### config.mk
export PLATFORM = sky130hd
export DESIGN_NAME = spi_fifo_master
export DESIGN_NICKNAME = d
export VERILOG_FILES = /design/src/rtl/spi_fifo_pkg.sv /design/src/rtl/spi_fifo_buf.sv /design/src/rtl/spi_fifo_ctrl.sv /design/src/rtl/spi_fifo_dp.sv /design/src/rtl/spi_fifo_master.sv
export SDC_FILE = /design/constraint.sdc
export NUM_CORES = 1
export LEC_CHECK = 0
export ABC_AREA = 1
export BUFFER_PORTS_ARGS = -buffer_cell sky130_fd_sc_hd__buf_2
export CAP_MARGIN = 30
export CORE_AREA = 4 4 279 281
export CTS_CLUSTER_SIZE = 14
export DETAILED_ROUTE_END_ITERATION = 10
export DIE_AREA = 0 0 283 285
export PLACE_DENSITY = 0.36
export SLEW_MARGIN = 20
export SYNTH_ARGS = -nofsm -noshare
export SYNTH_HDL_FRONTEND = slang
export SYNTH_SLANG_ARGS = --single-unit
### constraint.sdc
create_clock -name clk -period 5.7 [get_ports clk]
set_input_delay 0.57 -clock clk [delete_from_list [all_inputs] [get_ports clk]]
set_output_delay 0.57 -clock clk [all_outputs]
set_load 0.01 [all_outputs]
### src/rtl/spi_fifo_pkg.sv
package spi_fifo_pkg;

  localparam int REG_AW = 7;

  localparam logic [REG_AW-1:0] ADR_GIE   = 7'h1C;
  localparam logic [REG_AW-1:0] ADR_ISR   = 7'h20;
  localparam logic [REG_AW-1:0] ADR_IER   = 7'h28;
  localparam logic [REG_AW-1:0] ADR_RST   = 7'h40;
  localparam logic [REG_AW-1:0] ADR_CTRL  = 7'h60;
  localparam logic [REG_AW-1:0] ADR_STAT  = 7'h64;
  localparam logic [REG_AW-1:0] ADR_TXD   = 7'h68;
  localparam logic [REG_AW-1:0] ADR_RXD   = 7'h6C;
  localparam logic [REG_AW-1:0] ADR_SS    = 7'h70;
  localparam logic [REG_AW-1:0] ADR_TXOCC = 7'h74;
  localparam logic [REG_AW-1:0] ADR_RXOCC = 7'h78;

  localparam logic [31:0] RST_KEY = 32'h0000_000A;

  localparam int CTRL_W = 10;
  localparam logic [CTRL_W-1:0] CTRL_RST     = 10'h180;
  localparam logic [CTRL_W-1:0] CTRL_SELFCLR = 10'h060;

  localparam int CB_LOOP  = 0;
  localparam int CB_EN    = 1;
  localparam int CB_MSTR  = 2;
  localparam int CB_CPOL  = 3;
  localparam int CB_CPHA  = 4;
  localparam int CB_TXCLR = 5;
  localparam int CB_RXCLR = 6;
  localparam int CB_MANSS = 7;
  localparam int CB_HOLD  = 8;
  localparam int CB_LSB   = 9;

  // strobes and frame configuration from control to datapath
  typedef struct packed {
    logic load;
    logic abort;
    logic cpol;
    logic cpha;
    logic lsbFirst;
    logic loop;
  } dpCmd_t;

endpackage

### src/rtl/spi_fifo_buf.sv
module spi_fifo_buf #(
  parameter int DEPTH = 16,
  parameter int W     = 8,
  localparam int PTR_W = (DEPTH > 1) ? $clog2(DEPTH) : 1,
  localparam int CNT_W = $clog2(DEPTH + 1)
) (
  input  logic             clk,
  input  logic             rstN,
  input  logic             clr,
  input  logic             push,
  input  logic [W-1:0]     din,
  input  logic             pop,
  output logic [W-1:0]     dout,
  output logic [CNT_W-1:0] count,
  output logic             full,
  output logic             empty
);

  logic [W-1:0]     mem [DEPTH];
  logic [PTR_W-1:0] wrPtr, rdPtr;
  logic             doPush, doPop;

  function automatic logic [PTR_W-1:0] nextPtr(input logic [PTR_W-1:0] p);
    return (p == PTR_W'(DEPTH - 1)) ? '0 : p + 1'b1;
  endfunction

  assign full   = (count == CNT_W'(DEPTH));
  assign empty  = (count == '0);
  assign doPush = push && !full;
  assign doPop  = pop && !empty;
  assign dout   = mem[rdPtr];

  always_ff @(posedge clk) begin
    if (doPush && !clr) mem[wrPtr] <= din;
  end

  always_ff @(posedge clk or negedge rstN) begin
    if (!rstN) begin
      wrPtr <= '0;
      rdPtr <= '0;
      count <= '0;
    end else if (clr) begin
      wrPtr <= '0;
      rdPtr <= '0;
      count <= '0;
    end else begin
      if (doPush) wrPtr <= nextPtr(wrPtr);
      if (doPop)  rdPtr <= nextPtr(rdPtr);
      if (doPush && !doPop)      count <= count + 1'b1;
      else if (doPop && !doPush) count <= count - 1'b1;
    end
  end


  drop_full_chk: assert property (@(posedge clk) disable iff (!rstN)
    full && push && !pop && !clr |=> count == CNT_W'(DEPTH));


  empty_pop_chk: assert property (@(posedge clk) disable iff (!rstN)
    empty && pop && !push && !clr |=> empty);

endmodule

### src/rtl/spi_fifo_ctrl.sv
module spi_fifo_ctrl
  import spi_fifo_pkg::*;
#(
  parameter int DEPTH  = 16,
  parameter int NUM_SS = 4,
  localparam int CNT_W = $clog2(DEPTH + 1)
) (
  input  logic              clk,
  input  logic              rstN,
  input  logic              regWrEn,
  input  logic              regRdEn,
  input  logic [REG_AW-1:0] regAddr,
  input  logic [31:0]       regWrData,
  output logic [31:0]       regRdData,
  input  logic              txFull,
  input  logic              txEmpty,
  input  logic [CNT_W-1:0]  txCount,
  input  logic              rxFull,
  input  logic              rxEmpty,
  input  logic [CNT_W-1:0]  rxCount,
  input  logic [7:0]        rxHead,
  input  logic              dpBusy,
  input  logic              dpDone,
  output logic              txPush,
  output logic              txPop,
  output logic              txClr,
  output logic              rxPush,
  output logic              rxPop,
  output logic              rxClr,
  output dpCmd_t            cmd,
  output logic [NUM_SS-1:0] ssN
);

  logic [CTRL_W-1:0] ctrlReg;
  logic [NUM_SS-1:0] ssReg;
  logic [31:0]       gieReg, isrReg, ierReg;
  logic              swReset, ctrlWr, runOk, txIdle;

  function automatic logic [31:0] occ(input logic [CNT_W-1:0] c);
    return (c == '0) ? 32'd0 : 32'(c) - 32'd1;
  endfunction

  assign swReset = regWrEn && (regAddr == ADR_RST) && (regWrData == RST_KEY);
  assign ctrlWr  = regWrEn && (regAddr == ADR_CTRL);
  assign txClr   = swReset || (ctrlWr && regWrData[CB_TXCLR]);
  assign rxClr   = swReset || (ctrlWr && regWrData[CB_RXCLR]);
  assign txPush  = regWrEn && (regAddr == ADR_TXD) && !txFull;
  assign rxPop   = regRdEn && (regAddr == ADR_RXD) && !rxEmpty;
  assign rxPush  = dpDone && !rxFull;
  assign runOk   = ctrlReg[CB_EN] && ctrlReg[CB_MSTR] && !ctrlReg[CB_HOLD];
  assign txIdle  = txEmpty && !dpBusy;

  always_comb begin
    cmd.load     = runOk && !txEmpty && !dpBusy && !txClr;
    cmd.abort    = swReset;
    cmd.cpol     = ctrlReg[CB_CPOL];
    cmd.cpha     = ctrlReg[CB_CPHA];
    cmd.lsbFirst = ctrlReg[CB_LSB];
    cmd.loop     = ctrlReg[CB_LOOP];
  end
  assign txPop = cmd.load;

  assign ssN = (ctrlReg[CB_MANSS] || dpBusy) ? ssReg : '1;

  always_ff @(posedge clk or negedge rstN) begin
    if (!rstN) begin
      ctrlReg <= CTRL_RST;
      ssReg   <= '1;
      gieReg  <= '0;
      isrReg  <= '0;
      ierReg  <= '0;
    end else if (swReset) begin
      ctrlReg <= CTRL_RST;
      ssReg   <= '1;
      gieReg  <= '0;
      isrReg  <= '0;
      ierReg  <= '0;
    end else if (regWrEn) begin
      case (regAddr)
        ADR_CTRL: ctrlReg <= regWrData[CTRL_W-1:0] & ~CTRL_SELFCLR;
        ADR_SS:   ssReg   <= regWrData[NUM_SS-1:0];
        ADR_GIE:  gieReg  <= regWrData;
        ADR_ISR:  isrReg  <= regWrData;
        ADR_IER:  ierReg  <= regWrData;
        default:  ;
      endcase
    end
  end

  always_comb begin
    case (regAddr)
      ADR_GIE:   regRdData = gieReg;
      ADR_ISR:   regRdData = isrReg;
      ADR_IER:   regRdData = ierReg;
      ADR_CTRL:  regRdData = 32'(ctrlReg);
      ADR_STAT:  regRdData = {26'd0, 1'b1, 1'b0, txFull, txIdle, rxFull, rxEmpty};
      ADR_RXD:   regRdData = rxEmpty ? 32'd0 : {24'd0, rxHead};
      ADR_SS:    regRdData = 32'(ssReg);
      ADR_TXOCC: regRdData = occ(txCount);
      ADR_RXOCC: regRdData = occ(rxCount);
      default:   regRdData = 32'd0;
    endcase
  end


  inhibit_hold_chk: assert property (@(posedge clk) disable iff (!rstN)
    ctrlReg[CB_HOLD] && !dpBusy |=> !dpBusy);


  soft_reset_chk: assert property (@(posedge clk) disable iff (!rstN)
    regWrEn && regAddr == ADR_RST && regWrData == RST_KEY
    |=> ctrlReg == CTRL_RST && ssReg == '1 && txEmpty && rxEmpty);


  rx_push_chk: assert property (@(posedge clk) disable iff (!rstN)
    dpDone && !rxFull && !rxClr |=> !rxEmpty);


  ss_onehot_chk: assert property (@(posedge clk) disable iff (!rstN)
    $onehot0(~ssN));

endmodule

### src/rtl/spi_fifo_dp.sv
module spi_fifo_dp
  import spi_fifo_pkg::*;
#(
  parameter int HALF_DIV = 2,
  localparam int DIV_W = (HALF_DIV > 1) ? $clog2(HALF_DIV) : 1
) (
  input  logic       clk,
  input  logic       rstN,
  input  dpCmd_t     cmd,
  input  logic [7:0] txByte,
  input  logic       miso,
  output logic       busy,
  output logic       done,
  output logic [7:0] rxByte,
  output logic       sclk,
  output logic       mosi
);

  logic [DIV_W-1:0] divCnt;
  logic [3:0]       edgeCnt;
  logic [7:0]       txSh, rxSh, rxNext;
  logic             tick, isSample, isShift, outBit, inBit, lastEdge;

  assign tick     = busy && (divCnt == DIV_W'(HALF_DIV - 1));
  assign lastEdge = (edgeCnt == 4'd15);
  assign isSample = (edgeCnt[0] == cmd.cpha);
  assign isShift  = !isSample && !(cmd.cpha && edgeCnt == 4'd0);
  assign outBit   = cmd.lsbFirst ? txSh[0] : txSh[7];
  assign inBit    = cmd.loop ? outBit : miso;
  assign rxNext   = cmd.lsbFirst ? {inBit, rxSh[7:1]} : {rxSh[6:0], inBit};
  assign done     = tick && lastEdge;
  assign rxByte   = isSample ? rxNext : rxSh;
  assign mosi     = busy ? outBit : 1'b1;

  always_ff @(posedge clk or negedge rstN) begin
    if (!rstN) begin
      busy    <= 1'b0;
      sclk    <= 1'b0;
      divCnt  <= '0;
      edgeCnt <= '0;
      txSh    <= '0;
      rxSh    <= '0;
    end else if (cmd.abort) begin
      busy    <= 1'b0;
      sclk    <= cmd.cpol;
      divCnt  <= '0;
      edgeCnt <= '0;
    end else if (cmd.load) begin
      busy    <= 1'b1;
      sclk    <= cmd.cpol;
      divCnt  <= '0;
      edgeCnt <= '0;
      txSh    <= txByte;
    end else if (busy) begin
      divCnt <= tick ? '0 : divCnt + 1'b1;
      if (tick) begin
        sclk    <= ~sclk;
        edgeCnt <= edgeCnt + 1'b1;
        if (isSample) rxSh <= rxNext;
        if (isShift)  txSh <= cmd.lsbFirst ? {1'b0, txSh[7:1]} : {txSh[6:0], 1'b0};
        if (lastEdge) busy <= 1'b0;
      end
    end else begin
      sclk <= cmd.cpol;
    end
  end


  idle_level_chk: assert property (@(posedge clk) disable iff (!rstN)
    !busy && $stable(cmd.cpol) |-> sclk == cmd.cpol);


  frame_end_chk: assert property (@(posedge clk) disable iff (!rstN)
    done |=> !busy);

endmodule

### src/rtl/spi_fifo_master.sv
module spi_fifo_master
  import spi_fifo_pkg::*;
#(
  parameter int DEPTH    = 16,
  parameter int HALF_DIV = 2,
  parameter int NUM_SS   = 4
) (
  input  logic              clk,
  input  logic              rstN,
  input  logic              regWrEn,
  input  logic              regRdEn,
  input  logic [6:0]        regAddr,
  input  logic [31:0]       regWrData,
  output logic [31:0]       regRdData,
  output logic              spiSclk,
  output logic              spiMosi,
  input  logic              spiMiso,
  output logic [NUM_SS-1:0] spiSsN
);

  localparam int CNT_W = $clog2(DEPTH + 1);

  dpCmd_t           cmd;
  logic             txPush, txPop, txClr, rxPush, rxPop, rxClr;
  logic             txFull, txEmpty, rxFull, rxEmpty;
  logic [CNT_W-1:0] txCount, rxCount;
  logic [7:0]       txHead, rxHead, dpRxByte;
  logic             dpBusy, dpDone;

  spi_fifo_buf #(.DEPTH(DEPTH), .W(8)) u_txFifo (
    .clk(clk), .rstN(rstN), .clr(txClr), .push(txPush), .din(regWrData[7:0]),
    .pop(txPop), .dout(txHead), .count(txCount), .full(txFull), .empty(txEmpty));

  spi_fifo_buf #(.DEPTH(DEPTH), .W(8)) u_rxFifo (
    .clk(clk), .rstN(rstN), .clr(rxClr), .push(rxPush), .din(dpRxByte),
    .pop(rxPop), .dout(rxHead), .count(rxCount), .full(rxFull), .empty(rxEmpty));

  spi_fifo_ctrl #(.DEPTH(DEPTH), .NUM_SS(NUM_SS)) u_ctrl (
    .clk(clk), .rstN(rstN), .regWrEn(regWrEn), .regRdEn(regRdEn),
    .regAddr(regAddr), .regWrData(regWrData), .regRdData(regRdData),
    .txFull(txFull), .txEmpty(txEmpty), .txCount(txCount),
    .rxFull(rxFull), .rxEmpty(rxEmpty), .rxCount(rxCount), .rxHead(rxHead),
    .dpBusy(dpBusy), .dpDone(dpDone),
    .txPush(txPush), .txPop(txPop), .txClr(txClr),
    .rxPush(rxPush), .rxPop(rxPop), .rxClr(rxClr),
    .cmd(cmd), .ssN(spiSsN));

  spi_fifo_dp #(.HALF_DIV(HALF_DIV)) u_dp (
    .clk(clk), .rstN(rstN), .cmd(cmd), .txByte(txHead), .miso(spiMiso),
    .busy(dpBusy), .done(dpDone), .rxByte(dpRxByte),
    .sclk(spiSclk), .mosi(spiMosi));

endmodule

==> results.py, run 1 <==
metrics = {
    "pwr": {
        "p_per_area_nw_per_um2": 348,
        "peakVddDrop_uv": 220,
        "p_leak_nw": 8.61,
    },
    "final_layout": {
        "stdcell_count": 3021,
        "fill_cells": 7928,
        "drive_gt1_share_pct": 11.1,
        "area_growth_pct": 16.4,
        "multi_input_area_um2": 6240,
        "antenna_cells": 0,
        "final_util_pct": 28.8,
        "final-seq-area_um2": 11600,
        "final_nets": 2073,
    },
    "yosys": {
        "synth.largest_area_cell": "edfxtp_1",
        "synth-seq-area-share_pct": 62.3,
        "syn_area_per_cell_um2": 9.73,
        "yosys-top-cells-area": "edfxtp_1 41%, dfrtp_1 20%, nand2_1 10%",
        "synth_nets": 1986,
        "ys_types": 47,
        "synth_common_cells": "502 x nand2_1, 256 x edfxtp_1, 238 x nor2_1",
        "synthArstFlopShare_pct": 38.0,
        "netlist.area_leader.share_pct": 41.2,
        "ys.flop_type": "edfxtp_1",
        "ys.warnings.count": 0,
        "netlist_area_um2": 18600,
        "synth_most_common_cell": "nand2_1",
        "synthCells": 1916,
        "synth-edff-count": 256,
        "ys_ff_latch": 413,
    },
    "clock_tree": {
        "holdBufCountCts": 0,
        "cts_made_buffers": 49,
        "clock_path_buffers": 3,
        "clk_latency_ns": 0.59,
        "cts_tree": "built",
        "htreeDepth": 2,
        "post-cts-setup-buffers": 0,
        "clockRootBuffer": "clkbuf_16",
        "path_clk_slew_ns": 0.05,
        "cts.sinks": 413,
        "cts.repair.resized": 0,
    },
    "floorplanning": {
        "coreArea_um2": 75400,
        "fp.dieH_um": 285,
        "fp.dieW_um": 283,
        "io_pins": 82,
        "start_util_pct": 24.7,
        "die_area_um2": 80700,
        "row_count": 101,
    },
    "detailed_routing": {
        "ant_nets": 0,
        "drt-total-wl_um": 57800,
        "wl_per_cell_um": 19.1,
        "first_pass_iters": 6,
        "via_per_inst": 4.52,
        "vias": 13700,
        "drt-initial-drc-count": 1081,
        "drc": 0,
    },
    "setup_path": {
        "cp-end-kind": "output port",
        "worstPathRequired_ns": 5.13,
        "regToRegSetupSlack_ns": 2.15,
        "worstSetupStartpoint": "u_rxFifo.count[0]$_DFFE_PN0P_",
        "r2r-start": "u_dp.busy$_DFF_PN0_",
        "critPathLaunchType": "flop",
        "critPathKind": "reg -> out",
        "cp.arrival_ns": 3.37,
        "path_max_fanout": 5,
    },
    "grt": {
        "antenna_found_initial": 1,
        "grt_pass1_wl_um": 86900,
        "grt_overflow": 0,
        "first_global_vias": 13100,
        "grt_max_degree": 95,
        "grt_use_total_pct": 14.1,
    },
    "min_path": {
        "worstHoldPathType": "in -> reg",
        "hold_start": "regWrData[31]",
    },
    "timing": {
        "fin_worst_skew_ns": 0.0110,
        "finalSetupTns_ns": 0,
        "hold_violations": 0,
        "holdWs_ns": 0.292,
        "fmax_mhz": 254,
        "worstMarginPinSlew_ns": 0.921,
        "setup_viol": 0,
        "relSlewSlack_pct": 38.4,
        "rsz0062_at_grt": "no",
        "finalCriticalPeriod_ns": 3.94,
        "post-route-period-util_pct": 69.1,
        "slew_viol_final": 0,
    },
    "place": {
        "port_buffers": 81,
        "dp.cells": 2928,
        "dpl.hpwl_um": 37500,
        "gp_congestion": 0.789,
    },
    "outcome": {
        "status": "complete, no violations",
    },
    "job": {
        "maxCapViolations": 0,
    },
}
cell families after synthesis:
| group | count (synthesis) | synth area share (%) |
|---|---|---|
| xor+xnor | 15 | 0.745 |
| simple gates | 934 | 20.8 |
| mux | 2 | 0.107 |
| fa+ha+maj | 26 | 1.83 |
| compound gates | 328 | 9.76 |
| buf+inv | 198 | 4.40 |
| flops | 413 | 62.3 |
layout make-up:
| cell class | count | share of cell area [%] |
|---|---|---|
| inverter | 118 | 2.04 |
| tap | 978 | 5.64 |
| timing repair buffer | 116 | 3.21 |
| sequential | 413 | 53.6 |
| clock buffer | 67 | 6.10 |
| multi-input combinational | 1305 | 28.7 |
| clock inverter | 24 | 0.721 |
sequential cells by signal, indices dropped and copies added, names as in the netlist, 8 cells and up:
signal,count
u_rxFifo.mem,128
u_txFifo.mem,128
u_ctrl.gieReg,32
u_ctrl.ierReg,32
u_ctrl.isrReg,32
u_ctrl.ctrlReg,8
u_dp.rxSh,8
u_dp.txSh,8
layout by cell type, fill, tap and decap left out, types with 3 or more instances in the layout:
cell type	synthesis	routed
a21oi_1	29	29
a31oi_1	3	3
buf_2	46	80
buf_4	1	33
clkbuf_1	27	15
clkbuf_16	0	49
clkbuf_8	0	3
clkinv_1	5	16
clkinv_2	0	8
dfrtp_1	151	149
dfstp_2	6	6
edfxtp_1	256	256
ha_1	24	24
inv_1	104	103
inv_2	9	10
nand2_1	502	502
nand2_2	5	5
nand3_1	112	112
nand3b_1	5	5
nand4_1	37	37
nor2_1	238	236
nor2_2	7	8
nor2_4	2	3
nor3_1	15	15
o211ai_1	36	36
o21a_1	6	6
o21ai_0	129	129
o21ai_1	98	98
o21ai_4	1	4
o22ai_1	18	18
xnor2_1	3	3
xor2_1	11	11
worst max-delay path, cell delays in order (launching register included):
cell	delay, ns
dfrtp_1	0.42
inv_1	0.16
ha_1	0.20
nand3_1	0.13
nor2_1	0.39
inv_1	0.18
nand3b_1	0.18
nand3_1	0.09
nor3_1	0.62
nand2_1	0.21
buf_2	0.21
where the power goes:
| part | internal [W] | switching, W | leakage, nW | total (W) |
|---|---|---|---|---|
| Sequential | 0.00348 | 0.000130 | 4.39 | 0.00361 |
| Combinational | 0.000285 | 0.000719 | 3.50 | 0.00100 |
| Clock | 0.00167 | 0.00127 | 0.725 | 0.00294 |
| Total | 0.00543 | 0.00212 | 8.61 | 0.00755 |
per-stage QoR:
step	power [W]	area (um^2)	setup slack, ns
floorplan	0.00426	18600	2.76
global placement	0.00469	20200	2.01
detailed placement	0.00470	20200	2.00
CTS	0.00770	21700	1.85
global route	0.00797	21700	1.57
finish	0.00755	21700	1.76
final timing paths:
kind / cells past startpoint / endpoint
worst max-delay path: 10 / regRdData[1]
worst min-delay path: 3 / u_ctrl.ierReg[31]$_DFFE_PN0P_
worst max register to register: 12 / u_rxFifo.count[4]$_DFFE_PN0P_
worst min register to register: 2 / u_ctrl.ssReg[1]$_DFFE_PN1P_
max in group asynchronous: 3 / u_ctrl.gieReg[17]$_DFFE_PN0P_
min in group asynchronous: 2 / u_ctrl.ierReg[25]$_DFFE_PN0P_
per-layer routing:
metal  vias up  wire, um  global-route usage [%]
met3        71      2380                    2.40
met4         0      1350                    3.75
met5         -         0                       0
met2       258     27100                    22.9
met1      6636     27000                    19.6
li1       6700         -                       -
Note: power is estimated with default switching activity, not from simulation.
==> run 2, diff against run 1 <==
Settings changed: PLACE_DENSITY 0.36 to 0.37.
Clock period 5.7 ns to 3.3 ns, I/O delays scaled along.
==> run 2 against run 1 <==
  * Sequential share of layout area down 1.0 points
  * Wire length down 0.83%
  * Clock power up 77%
  * Total power up 75%
  * Highest routed layer unchanged
  * Clock skew up 0.031 ns
  * Largest power group unchanged
==> results.py, run 2 (same netlist as run 1, synthesis figures left out) <==
metrics = {
    "place": {
        "dp.cells": 2963,
        "dpl.hpwl_um": 37900,
        "port_buffers": 81,
        "dp_slack_ns": 0.315,
        "gp_congestion": 0.803,
    },
    "detailed_routing": {
        "first_pass_iters": 6,
        "drt-total-wl_um": 57300,
        "drt-initial-drc-count": 884,
        "drc": 0,
        "via_per_inst": 4.54,
        "wl_per_cell_um": 18.7,
        "ant_nets": 0,
        "vias": 13900,
    },
    "setup_path": {
        "critPathKind": "reg -> out",
        "cp-end-kind": "output port",
        "crit_family": "buffers and inverters",
        "cp.arrival_ns": 2.71,
        "path_buf_inv": 5,
        "crit_chain": "inv_2 -> ha_1 -> nand3_1 -> nor2_2 -> inv_1 -> nand3_1 -> nand2_2 -> inv_4 -> buf_4 -> nand4_1 -> buf_2",
        "critPathLaunchType": "flop",
        "regToRegSetupSlack_ns": 0.34,
        "cp_common_cell": "nand3_1",
        "cpPeakStageDelay_ns": 0.43,
        "worstPathRequired_ns": 2.97,
        "crit_slowest_cell": "dfrtp_1",
        "path_max_fanout": 10,
    },
    "final_layout": {
        "stdcell_count": 3058,
        "area_growth_pct": 18.7,
        "final_common_cell": "nand2_1",
        "final_cell_mix": "501 x nand2_1, 256 x edfxtp_1, 235 x nor2_1",
        "fill_cells": 7860,
        "final_nets": 2114,
        "largestRegisters": "u_rxFifo.mem (128), u_txFifo.mem (128)",
        "drive_gt1_share_pct": 12.8,
    },
    "clock_tree": {
        "clock_path_buffers": 3,
        "clockRootBuffer": "clkbuf_16",
        "clk_latency_ns": 0.61,
        "path_clk_slew_ns": 0.06,
        "cts.sinks": 413,
        "htreeDepth": 2,
        "cts_made_buffers": 49,
        "cts_tree": "built",
    },
    "timing": {
        "post-route-period-util_pct": 92.2,
        "finalCriticalPeriod_ns": 3.04,
        "relSlewSlack_pct": 42.2,
        "slew_viol_final": 0,
        "fmax_mhz": 329,
        "worstMarginPinSlew_ns": 0.864,
        "setup_viol": 0,
        "finalSetupTns_ns": 0,
        "fin_worst_skew_ns": 0.0422,
        "hold_violations": 0,
        "fin_ws_ns": 0.256,
        "rsz0062_at_grt": "no",
    },
    "floorplanning": {
        "fp.dieW_um": 283,
        "start_util_pct": 24.7,
        "die_area_um2": 80700,
        "row_count": 101,
        "fp.dieH_um": 285,
        "coreArea_um2": 75400,
        "io_pins": 82,
    },
    "grt": {
        "grt_overflow": 0,
        "antenna_found_initial": 0,
        "first_global_vias": 13900,
        "grt_use_total_pct": 14.1,
        "grt_pass1_wl_um": 87900,
        "grt_max_degree": 82,
    },
    "min_path": {
        "worstHoldPathType": "in -> reg",
    },
    "pwr": {
        "peakVddDrop_uv": 397,
        "p_leak_nw": 8.85,
        "p_per_area_nw_per_um2": 599,
    },
    "outcome": {
        "status": "complete, no violations",
    },
    "job": {
        "maxCapViolations": 0,
    },
}
[run 2: changes by cell type in the layout (fill, tap and decap cells not counted), sizes merged, moves of 2 or more]
cell / previous run / this run
clkbuf: 67 / 69
buf: 115 / 152
clkinv: 24 / 18
dlygate4sd3: 1 / 5
[run 2: repair_timing]
item | 4_1_cts | 5_1_grt
endpoints found under the hold margin | 86 | 0
hold buffers | 5 | 0
endpoints found under the setup margin | 4 | 17
buffers inserted | 0 | 2
gates resized for setup | 2 | 5
[run 2: area by class of cell]
class                      instances  area (um^2)  share of cell area, %
multi-input combinational       1305         6250                   28.2
sequential                       413        11600                   52.5
inverter                         118          445                   2.01
timing repair buffer             157         1060                   4.81
clock buffer                      69         1320                   5.97
tap                              978         1220                   5.53
antenna                            1         2.50                 0.0113
clock inverter                    17          203                  0.916
[run 2: path summary, 6_finish.rpt]
check                      cells past startpoint                             to                     startpoint
max                                           11                  regRdData[15]  u_rxFifo.count[0]$_DFFE_PN0P_
min                                            1  u_txFifo.mem[14][0]$_DFFE_PP_                   regWrData[0]
max reg2reg                                   13  u_rxFifo.count[4]$_DFFE_PN0P_    u_dp.edgeCnt[0]$_DFFE_PN0P_
min reg2reg                                    2  u_ctrl.isrReg[24]$_DFFE_PN0P_  u_ctrl.isrReg[24]$_DFFE_PN0P_
max in group asynchronous                      3    u_ctrl.ssReg[1]$_DFFE_PN1P_                           rstN
min in group asynchronous                      2  u_ctrl.gieReg[25]$_DFFE_PN0P_                           rstN
[run 2: metrics by stage]
step | total power, W | util (%) | cell area, um^2 | hold WS [ns]
6_report | 0.0132 | 29.3 | 22100 | 0.0234
5_1_grt | 0.0140 | 29.3 | 22100 | 0.00400
4_1_cts | 0.0135 | 29.3 | 22100 | 0.00116
3_5_place_dp | 0.00819 | 27.2 | 20500 | 0.459
3_3_place_gp | 0.00818 | 27.2 | 20500 | 0.457
2_1_floorplan | 0.00736 | - | 18600 | 0.0344
[run 2: where the power goes]
| part | leakage (nW) | internal [W] | switching, W |
|---|---|---|---|
| logic | 3.72 | 0.000520 | 0.00131 |
| registers | 4.39 | 0.00601 | 0.000201 |
| clock network | 0.742 | 0.00297 | 0.00224 |
| total | 8.85 | 0.00950 | 0.00375 |
[run 2: metal layers]
metal,up-vias,part of all wire [%],track usage (%)
met3,88,4.2,2.13
met1,6745,47,19.6
met2,268,47,23.0
met4,0,2.3,3.46
met5,-,0,0
li1,6777,-,-
